File: src/rtl/i2c_slv_pkg.sv
// Package: shared types for the two-wire bus slave.
// Assumes: nothing beyond standard SystemVerilog.
package i2c_slv_pkg;

    // Protocol phases of the slave
    typedef enum logic [2:0] {
        ST_IDLE     = 3'd0,  // waiting for START
        ST_ADDR     = 3'd1,  // shifting in address byte
        ST_ADDR_ACK = 3'd2,  // driving address acknowledge
        ST_WR_DATA  = 3'd3,  // shifting in a write byte
        ST_WR_ACK   = 3'd4,  // driving write acknowledge
        ST_RD_DATA  = 3'd5,  // driving a status byte
        ST_RD_ACK   = 3'd6,  // sampling master acknowledge
        ST_HALT     = 3'd7   // internal stop after a master NACK
    } slv_state_t;

    localparam int BYTE_W = 8;

endpackage

File: src/rtl/i2c_line_sync.sv
// Module: i2c_line_sync
// Brings SCL and SDA into the clock domain through two flip-flops each.
// Derives clock edges and START/STOP events from the synchronized values.
// Assumes: the system clock is several times faster than SCL, and both
// lines idle high.
module i2c_line_sync (
    input  logic clk,
    input  logic rst_n,
    input  logic scl_i,
    input  logic sda_i,
    output logic scl_s,
    output logic sda_s,
    output logic scl_rise,
    output logic scl_fall,
    output logic start_det,
    output logic stop_det
);

    logic [1:0] meta_q;
    logic [1:0] sync_q;
    logic [1:0] prev_q;

    // Purpose: two-stage synchronizer plus one delayed copy for edge detection.
    always_ff @(posedge clk) begin
        if (!rst_n) begin
            meta_q <= 2'b11;
            sync_q <= 2'b11;
            prev_q <= 2'b11;
        end else begin
            meta_q <= {scl_i, sda_i};
            sync_q <= meta_q;
            prev_q <= sync_q;
        end
    end

    // Purpose: decode edges and bus conditions from current and previous values.
    always_comb begin
        scl_s     = sync_q[1];
        sda_s     = sync_q[0];
        scl_rise  = sync_q[1] & ~prev_q[1];
        scl_fall  = ~sync_q[1] & prev_q[1];
        start_det = sync_q[1] & prev_q[1] & prev_q[0] & ~sync_q[0];
        stop_det  = sync_q[1] & prev_q[1] & ~prev_q[0] & sync_q[0];
    end

endmodule

File: src/rtl/i2c_reg_bank.sv
// Module: i2c_reg_bank
// Control registers written one after another from index 0.
// The write index saturates at the last register.
// Assumes: clr_idx and wr_en are never high in the same cycle.
module i2c_reg_bank #(
    parameter int NUM_REGS = 4,
    parameter int WI_W     = (NUM_REGS > 1) ? $clog2(NUM_REGS) : 1
) (
    input  logic                  clk,
    input  logic                  rst_n,
    input  logic                  clr_idx,
    input  logic                  wr_en,
    input  logic [7:0]            wr_data,
    output logic [WI_W-1:0]       wr_idx,
    output logic [NUM_REGS*8-1:0] regs_o
);

    localparam logic [WI_W-1:0] LAST_IDX = WI_W'(NUM_REGS - 1);

    // Purpose: restart at 0 on a new write transfer, else step up and saturate.
    always_ff @(posedge clk) begin
        if (!rst_n) begin
            wr_idx <= '0;
        end else if (clr_idx) begin
            wr_idx <= '0;
        end else if (wr_en && (wr_idx != LAST_IDX)) begin
            wr_idx <= wr_idx + WI_W'(1);
        end
    end

    for (genvar g = 0; g < NUM_REGS; g++) begin : g_reg
        logic [7:0] reg_q;

        // Purpose: load this register when the index points at it.
        always_ff @(posedge clk) begin
            if (!rst_n) begin
                reg_q <= '0;
            end else if (wr_en && (wr_idx == WI_W'(g))) begin
                reg_q <= wr_data;
            end
        end

        assign regs_o[g*8 +: 8] = reg_q;
    end

endmodule

File: src/rtl/i2c_slv_fsm.sv
// Module: i2c_slv_fsm
// Protocol engine: address compare, write acknowledge, status read-out,
// and the internal stop after a master NACK.
// Assumes: events come from i2c_line_sync. SDA is changed only on an SCL
// falling-edge event, and data is sampled on an SCL rising-edge event.
module i2c_slv_fsm
    import i2c_slv_pkg::*;
#(
    parameter int NUM_STAT = 2,
    parameter int RI_W     = (NUM_STAT > 1) ? $clog2(NUM_STAT) : 1
) (
    input  logic                  clk,
    input  logic                  rst_n,
    input  logic                  sda_s,
    input  logic                  scl_rise,
    input  logic                  scl_fall,
    input  logic                  start_det,
    input  logic                  stop_det,
    input  logic [6:0]            own_addr,
    input  logic [NUM_STAT*8-1:0] status_i,
    output logic                  sda_oe,
    output logic                  wr_pulse,
    output logic [7:0]            wr_byte,
    output logic                  wr_restart,
    output slv_state_t            state
);

    localparam logic [RI_W-1:0] LAST_RD = RI_W'(NUM_STAT - 1);

    logic [3:0]      bitcnt;
    logic [7:0]      shreg;
    logic [RI_W-1:0] rd_idx;
    logic [RI_W-1:0] rd_next;
    logic            is_read;
    logic            mack;
    logic [7:0]      stat_first;
    logic [7:0]      stat_next;

    // Purpose: next read index (saturating) and the status bytes to load.
    always_comb begin
        rd_next    = (rd_idx == LAST_RD) ? rd_idx : rd_idx + RI_W'(1);
        stat_first = status_i[8*int'(rd_idx) +: 8];
        stat_next  = status_i[8*int'(rd_next) +: 8];
    end

    // Purpose: protocol state machine; START and STOP override every phase.
    always_ff @(posedge clk) begin
        if (!rst_n) begin
            state      <= ST_IDLE;
            bitcnt     <= '0;
            shreg      <= '0;
            rd_idx     <= '0;
            is_read    <= 1'b0;
            mack       <= 1'b0;
            sda_oe     <= 1'b0;
            wr_pulse   <= 1'b0;
            wr_byte    <= '0;
            wr_restart <= 1'b0;
        end else begin
            wr_pulse   <= 1'b0;
            wr_restart <= 1'b0;
            if (start_det) begin
                state  <= ST_ADDR;
                bitcnt <= '0;
                sda_oe <= 1'b0;
            end else if (stop_det) begin
                state  <= ST_IDLE;
                sda_oe <= 1'b0;
            end else begin
                case (state)
                    ST_ADDR: begin
                        if (scl_rise) begin
                            shreg  <= {shreg[6:0], sda_s};
                            bitcnt <= bitcnt + 4'd1;
                        end else if (scl_fall && (bitcnt == 4'd8)) begin
                            if (shreg[7:1] == own_addr) begin
                                state      <= ST_ADDR_ACK;
                                sda_oe     <= 1'b1;
                                is_read    <= shreg[0];
                                rd_idx     <= '0;
                                wr_restart <= ~shreg[0];
                            end else begin
                                state <= ST_IDLE;
                            end
                        end
                    end
                    ST_ADDR_ACK: begin
                        if (scl_fall) begin
                            bitcnt <= '0;
                            if (is_read) begin
                                shreg  <= stat_first;
                                sda_oe <= ~stat_first[7];
                                state  <= ST_RD_DATA;
                            end else begin
                                sda_oe <= 1'b0;
                                state  <= ST_WR_DATA;
                            end
                        end
                    end
                    ST_WR_DATA: begin
                        if (scl_rise) begin
                            shreg  <= {shreg[6:0], sda_s};
                            bitcnt <= bitcnt + 4'd1;
                        end else if (scl_fall && (bitcnt == 4'd8)) begin
                            wr_pulse <= 1'b1;
                            wr_byte  <= shreg;
                            sda_oe   <= 1'b1;
                            state    <= ST_WR_ACK;
                        end
                    end
                    ST_WR_ACK: begin
                        if (scl_fall) begin
                            sda_oe <= 1'b0;
                            bitcnt <= '0;
                            state  <= ST_WR_DATA;
                        end
                    end
                    ST_RD_DATA: begin
                        if (scl_rise) begin
                            bitcnt <= bitcnt + 4'd1;
                        end else if (scl_fall) begin
                            if (bitcnt == 4'd8) begin
                                sda_oe <= 1'b0;
                                state  <= ST_RD_ACK;
                            end else begin
                                shreg  <= {shreg[6:0], 1'b0};
                                sda_oe <= ~shreg[6];
                            end
                        end
                    end
                    ST_RD_ACK: begin
                        if (scl_rise) begin
                            mack <= ~sda_s;
                        end else if (scl_fall) begin
                            if (mack) begin
                                rd_idx <= rd_next;
                                shreg  <= stat_next;
                                sda_oe <= ~stat_next[7];
                                bitcnt <= '0;
                                state  <= ST_RD_DATA;
                            end else begin
                                state <= ST_HALT;
                            end
                        end
                    end
                    default: begin
                        sda_oe <= 1'b0;
                    end
                endcase
            end
        end
    end

endmodule

File: src/rtl/i2c_addr_slave.sv
// Module: i2c_addr_slave
// Top level of the two-wire bus slave with a pin-selected address.
// Assumes: sda_i carries the wired bus value, including the slave's own pull.
// The pad's open-drain buffer is driven from sda_oe_o.
module i2c_addr_slave
    import i2c_slv_pkg::*;
#(
    parameter logic [4:0] ADDR_HI  = 5'b10100,
    parameter int         NUM_REGS = 4,
    parameter int         NUM_STAT = 2,
    parameter int         WI_W     = (NUM_REGS > 1) ? $clog2(NUM_REGS) : 1
) (
    input  logic                  clk,
    input  logic                  rst_n,
    input  logic [1:0]            addr_sel_i,
    input  logic                  scl_i,
    input  logic                  sda_i,
    output logic                  sda_oe_o,
    input  logic [NUM_STAT*8-1:0] status_i,
    output logic [NUM_REGS*8-1:0] ctrl_regs_o
);

    logic       scl_s;
    logic       sda_s;
    logic       scl_rise;
    logic       scl_fall;
    logic       start_det;
    logic       stop_det;
    logic       wr_pulse;
    logic       wr_restart;
    logic [7:0] wr_byte;
    logic [WI_W-1:0] wr_idx;
    logic [6:0] own_addr;
    slv_state_t state;

    assign own_addr = {ADDR_HI, addr_sel_i};

    i2c_line_sync u_sync (
        .clk       (clk),
        .rst_n     (rst_n),
        .scl_i     (scl_i),
        .sda_i     (sda_i),
        .scl_s     (scl_s),
        .sda_s     (sda_s),
        .scl_rise  (scl_rise),
        .scl_fall  (scl_fall),
        .start_det (start_det),
        .stop_det  (stop_det)
    );

    i2c_slv_fsm #(.NUM_STAT(NUM_STAT)) u_fsm (
        .clk        (clk),
        .rst_n      (rst_n),
        .sda_s      (sda_s),
        .scl_rise   (scl_rise),
        .scl_fall   (scl_fall),
        .start_det  (start_det),
        .stop_det   (stop_det),
        .own_addr   (own_addr),
        .status_i   (status_i),
        .sda_oe     (sda_oe_o),
        .wr_pulse   (wr_pulse),
        .wr_byte    (wr_byte),
        .wr_restart (wr_restart),
        .state      (state)
    );

    i2c_reg_bank #(.NUM_REGS(NUM_REGS), .WI_W(WI_W)) u_regs (
        .clk     (clk),
        .rst_n   (rst_n),
        .clr_idx (wr_restart),
        .wr_en   (wr_pulse),
        .wr_data (wr_byte),
        .wr_idx  (wr_idx),
        .regs_o  (ctrl_regs_o)
    );

endmodule

File: config.mk
export PLATFORM = sky130hd
export DESIGN_NAME = i2c_addr_slave
export DESIGN_NICKNAME = d
export VERILOG_FILES = /design/src/rtl/i2c_slv_pkg.sv /design/src/rtl/i2c_line_sync.sv /design/src/rtl/i2c_reg_bank.sv /design/src/rtl/i2c_slv_fsm.sv /design/src/rtl/i2c_addr_slave.sv
export SDC_FILE = /design/constraint.sdc
export NUM_CORES = 1
export LEC_CHECK = 0
export BUFFER_PORTS_ARGS = -buffer_cell sky130_fd_sc_hd__buf_2
export CELL_PAD_IN_SITES_DETAIL_PLACEMENT = 0
export CELL_PAD_IN_SITES_GLOBAL_PLACEMENT = 2
export CORE_ASPECT_RATIO = 1.2
export CORE_UTILIZATION = 36
export CTS_CLUSTER_DIAMETER = 200
export DETAILED_ROUTE_END_ITERATION = 7
export GPL_ROUTABILITY_DRIVEN = 0
export PLACE_DENSITY = 0.86
export RECOVER_POWER = 50
export SLEW_MARGIN = 15
export SYNTH_ARGS = -nofsm -noshare
export SYNTH_HDL_FRONTEND = slang
export SYNTH_SLANG_ARGS = --single-unit
File: constraint.sdc
create_clock -name clk -period 4.61 [get_ports clk]
set_clock_uncertainty 0.1 [all_clocks]
set_input_delay 0.2305 -clock clk [delete_from_list [all_inputs] [get_ports clk]]
set_output_delay 0.2305 -clock clk [all_outputs]
set_load 0.1 [all_outputs]
### Word level (Yosys, flattened, before mapping)

Cells that the tools add are included.

| cells by class | value |
|---|---|
| bitwise gates (word level) | 23 |
| reduce and logical (&&, ||, !) cells | 29 |
| equal/unequal tests | 41 |
| multiplexer cells | 57 |
| shifts and indexed selects | 2 |
| $add $sub $neg | 3 |

Operators with widths:

| kind | count |
|---|---|
| $mux W8 | 9 |
| $reduce_and A12 Y1 | 4 |
| $mux W3 | 12 |
| $pmux W8 S4 | 1 |
| $shiftx A16 B5 Y8 | 2 |
| $ne A4 B3 Y1 const B | 7 |
| $ne A2 B1 Y1 const B | 13 |
| $mux W1 | 24 |
| $mux W4 | 5 |
| $pmux W3 S6 | 1 |
| $ne A4 B4 Y1 const B | 4 |
| $not A1 Y1 | 16 |
| $ne A2 B2 Y1 const B | 6 |
| $pmux W4 S3 | 1 |
| $eq A3 B3 Y1 const B | 3 |
| $reduce_and A9 Y1 | 1 |
| $reduce_bool A8 Y1 | 1 |
| $reduce_or A2 Y1 | 4 |
| $and A1 B1 Y1 | 7 |
| $eq A7 B7 Y1 | 1 |
| $reduce_and A7 Y1 | 1 |
| $reduce_or A7 Y1 | 1 |
| $eq A3 B2 Y1 const B | 2 |
| $logic_and A1 B1 Y1 | 6 |
| other kinds (20) | 23 |

| storage, ports and cells | value |
|---|---|
| register bits | 69 |
| logic and storage cells | 174 |
| output and inout bits | 33 |

### Longest topological paths before layout

| logic depth | value |
|---|---|
| depth after elaboration | 8 |
| depth in mapped cells | 8 |

### Cells and area by module

From an unflattened synthesis, not the netlist that was laid out.

| unflattened totals | value |
|---|---|
| cells, all modules | 395 |
| area, all modules | 3428.3 sq um |

Modules (own cells, without submodules):

| module | area each (sq um) | cells each | instances | seq. area each (sq um) |
|---|---|---|---|---|
| i2c_slv_fsm | 1824.2 | 220 | 1 | 580.6 |
| i2c_reg_bank | 1406.3 | 157 | 1 | 680.7 |
| i2c_line_sync | 190.2 | 16 | 1 | 120.1 |
| i2c_addr_slave | 7.5 | 2 | 1 | 0.0 |

### Worst setup path after synthesis

No wires, ideal clock.

| path | value |
|---|---|
| kind | flip-flop to flip-flop |
| start point | register u_fsm.bitcnt[0] |
| end point | register u_fsm.shreg[0] |
| slack | 2.822 ns |
| clock period less this slack | 1.788 ns |
| arrival time | 1.571 ns |
| data required time | 4.394 ns |
| stages on the path, launching flop included | 8 |
| cells stage by stage | dfxtp_1 > inv_1 > ha_1 > nand3b_1 > a2111oi_1 > a211oi_2 > buf_6 > o211a_1 |

| on the way | value |
|---|---|
| word-level cells in the longest chain between the ends | 3 |

Ends and longest elaborated chain:

| item | line | RTL |
|---|---|---|
| start: declaration | i2c_slv_fsm.sv:30 | `logic [3:0] bitcnt;` |
| start signal: assignment | i2c_slv_fsm.sv:74 | `bitcnt <= bitcnt + 4'd1;` |
| start signal: assignment | i2c_slv_fsm.sv:103 | `bitcnt <= bitcnt + 4'd1;` |
| start signal: assignment | i2c_slv_fsm.sv:120 | `bitcnt <= bitcnt + 4'd1;` |
| $eq A4 B4 Y1 | i2c_slv_fsm.sv:122 | `if (bitcnt == 4'd8) begin` |
| $ne A2 B2 Y1 (no line) | -- |  |
| $reduce_and A12 Y1 (no line) | -- |  |
| end signal: assignment | i2c_slv_fsm.sv:102 | `shreg <= {shreg[6:0], sda_s};` |
| end signal: assignment | i2c_slv_fsm.sv:126 | `shreg <= {shreg[6:0], 1'b0};` |
| end signal: assignment | i2c_slv_fsm.sv:137 | `shreg <= stat_next;` |
| end: declaration | i2c_slv_fsm.sv:31 | `logic [7:0] shreg;` |

No other way between the ends.
A chain may end at the register's enable or synchronous reset.

### Final worst setup path

| path | value |
|---|---|
| start point | input port rst_n |
| end point | register u_fsm.bitcnt[3] |

| on the way | value |
|---|---|
| word-level cells in the longest chain between the ends | 2 |

Ends and longest elaborated chain:

| item | line | RTL |
|---|---|---|
| start: declaration | i2c_addr_slave.sv:14 | `input logic rst_n,` |
| $not A1 Y1 (no line) | -- |  |
| $reduce_or A2 Y1 (no line) | -- |  |

No other way between the ends.

==> summary.txt <==
Clock network
  – Cts hold-fix bufs: 2
  – CTS Sinks: 69
  – Total CTS buffers: 9
  – H-Tree Depth: 3
  – Clock Tree Root: clkbuf_8
  – Post-CTS Resized: 0
  – CTS tree: built
  – Clock Path Buffers: 2
  – Clk_lat worst skew: 350 ps
  – Post-CTS setup buffer count: 0
  – Reg clk slew, reported paths: 90 ps

Yosys
  – Yosys top cell area share: 42.3%
  – Leading area contributor after synthesis: dfxtp_1
  – Post-Syn Nets: 408
  – Synth area leaders: dfxtp_1 (42%), a21boi_0 (7.6%), nand2_1 (6.2%)
  – Post-synth top flop: dfxtp_1
  – Yosys warns: 0
  – #FFs+latches synth: 69
  – Synth Instances: 380
  – Ys async rst share: 0%
  – Count of cell types in the netlist: 53
  – Syn_area_per_cell: 8.60 um^2
  – Seq/Total Area, Yosys: 42.3%
  – Number of synthesized flops with an enable pin: 0
  – Post-Syn Area: 0.00327 mm^2

Final layout
  – Area growth syn-to-layout: 15.7%
  – ANT cells: 0
  – Share of layout cells above drive strength 1: 11.7%
  – Fin nets: 452

STA
  – RSZ-0062 raised after global routing: false
  – # setup viols final: 0
  – Hold Vio Cnt, Final: 0
  – Fmax: 381 MHz
  – Setup_tns: 0 ps
  – Fin crit share: 56.9%
  – Slew Limit Fails: 64
  – Worst Tran Pin Value: 2290 ps
  – Tmin final: 2620 ps
  – Min setup slack post-route: 1990 ps
  – Worst slew margin: -52.5%

Die
  – Site Rows: 37
  – Die H: 106 um
  – CORE AREA: 0.00870 mm^2
  – Initial Utilization: 37.6%
  – Total I/O pin count: 55
  – Die ar.: 0.00947 mm^2
  – Die X: 89.0 um

Route
  – Routed wire length per instance: 14.7 um
  – Post-route ant nets: 0
  – WL met2: 3770 um
  – M1 wire length: 3840 um
  – DR WL met3: 244 um
  – Routed vias: 2811
  – # DRC: 0
  – Detailed Route WL: 8030 um
  – Routed vias/inst: 5.15
  – Initial DRT Pass Iterations: 4
  – DR iter-0 viols: 105
  – Highest routed layer: met4

Min path
  – Hold Crit Class: in2reg

Critical path
  – CP top delay family: buffers and inverters
  – Critical Path End Type: register
  – Buf+Inv Stages, Crit Path: 1
  – Worst path slowest cell: clkbuf_1
  – CP Data Arrival Time: 2790 ps
  – WS Path Type: in2reg
  – Crit path cell chain: clkbuf_1 -> o21ai_0 -> a21oi_1
  – Critical Path Max Stage Delay: 1600 ps
  – Worst EP required: 4780 ps
  – Crit Path Max Fanout: 63
  – Startpoint Class: input pin

Place
  – Worst slack, placed: 1910 ps
  – Hpwl dp: 5390 um
  – Port Buf Inserts: 54

Pwr
  – VDD IR-drop max: 0.154 mV
  – Clock power share: 44.2%
  – Internal power: 0.000882 W
  – Pleak: 1.32 nW
  – Pwr per Cell Area: 313 mW/mm^2
  – Comb pwr share: 4.6%
  – Switching share of power: 25.4%
  – Net Sw Power: 0.000300 W
  – Reg power frac: 51.2%

Outcome
  – Failing checks: capacitance limit, slew limit
  – Status: complete, but fails checks

Global routing
  – Gr ovfl total: 0
  – Global Route Usage Sum: 17.8%
  – Largest net degree at the start of global routing: 64
  – Vias in the first global route: 2618
  – First-pass GRT wire length: 12900 um
  – Initial antenna violation count: 0

Run
  – MaxCap Viol Count: 1
## final timing paths
check	start	end	slack [ps]	depth (start not counted)
worst max-delay path	rst_n	u_fsm.bitcnt[3]	1990	3
worst min-delay path	status_i[11]	u_fsm.shreg[3]	80	3
worst max register to register	u_fsm.state[0]	u_fsm.shreg[5]	2020	5
worst min register to register	u_sync.meta_q[1]	u_sync.sync_q[1]	320	1
## state kept, by name, indices dropped and copies added, names as in the netlist
register and flops:
u_regs.wr_idx 2, u_fsm.shreg 8, u_fsm.state 3, u_fsm.rd_idx 1, u_fsm.mack 1, u_fsm.bitcnt 4
u_sync.meta_q 2, u_regs.g.reg_q 32, u_fsm.is_read 1, u_sync.prev_q 2, u_sync.sync_q 2, u_fsm.wr_pulse 1
u_fsm.sda_oe 1, u_fsm.wr_byte 8, u_fsm.wr_restart 1
## metal layers
layer	vias to the layer above	global-route usage (%)
met2	60	28.1
met3	14	2.64
met1	1302	23.4
li1	1435	-
met4	0	9.07
met5	-	0
## cell families after synthesis
| family | share of synthesized area, % |
|---|---|
| muxes | 3.67 |
| and+or+nand+nor | 23.5 |
| adders and majority gates | 2.64 |
| xor gates and xnor gates | 1.07 |
| buffers and inverters | 4.55 |
| AOI/OAI and AO/OA | 22.3 |
| DFF | 42.3 |
## metrics by stage
stage	instances	power [W]	area (um^2)	util [%]	hold slack, ps
finish	546	0.00118	3780	43.4	84.1
global route	546	0.00123	3780	43.4	114
CTS	546	0.00120	3810	43.8	72.9
detailed placement	528	0.000672	3590	41.2	300
global placement	528	0.000672	3590	41.2	299
floorplan	380	0.000653	3270	-	232
## cell type report
type                    count  area, um^2
inverters                  10        37.5
repair buffers             57         255
clock buffers               9         124
well taps                 117         146
fillers                   968        4920
clock inverters             7        82.6
multi-input cells         277        1750
flip-flops and latches     69        1380
## synth_stat cells, types with 5 or more instances
library cell   n
a21boi_0      33
nand3_1       36
nor2_1        12
o21ai_0       13
dfxtp_1       69
a21oi_1       12
ha_1           6
a31oi_1        8
inv_1          8
a22oi_1       10
mux2i_1       12
nand2b_1      11
buf_2          5
nor2b_1       12
clkbuf_1      15
nand2_1       54
## power by group through the flow
stage / sequential [W] / combinational [W] / clock, W
floorplan: 0.000618 / 0.0000352 / 0
CTS: 0.000606 / 0.0000540 / 0.000537
detailed placement: 0.000620 / 0.0000525 / 0
finish: 0.000606 / 0.0000546 / 0.000522
global placement: 0.000620 / 0.0000526 / 0
global route: 0.000607 / 0.0000606 / 0.000564
## worst min-delay path, stage by stage
cell and delay (ps):
buf_2 70, a22oi_1 50, a31oi_1 150
## cell usage in the layout (no fill, tap or decap), types with 10 or more instances in the layout
| master | n |
|---|---|
| dfxtp_1 | 69 |
| nand2_1 | 54 |
| nand3_1 | 36 |
| clkbuf_1 | 34 |
| a21boi_0 | 33 |
| buf_2 | 20 |
| o21ai_0 | 13 |
| nor2_1 | 12 |
| a21oi_1 | 12 |
| mux2i_1 | 12 |
| nor2b_1 | 12 |
| nand2b_1 | 11 |
| a22oi_1 | 10 |
Note: power is estimated with default switching activity, not from simulation.
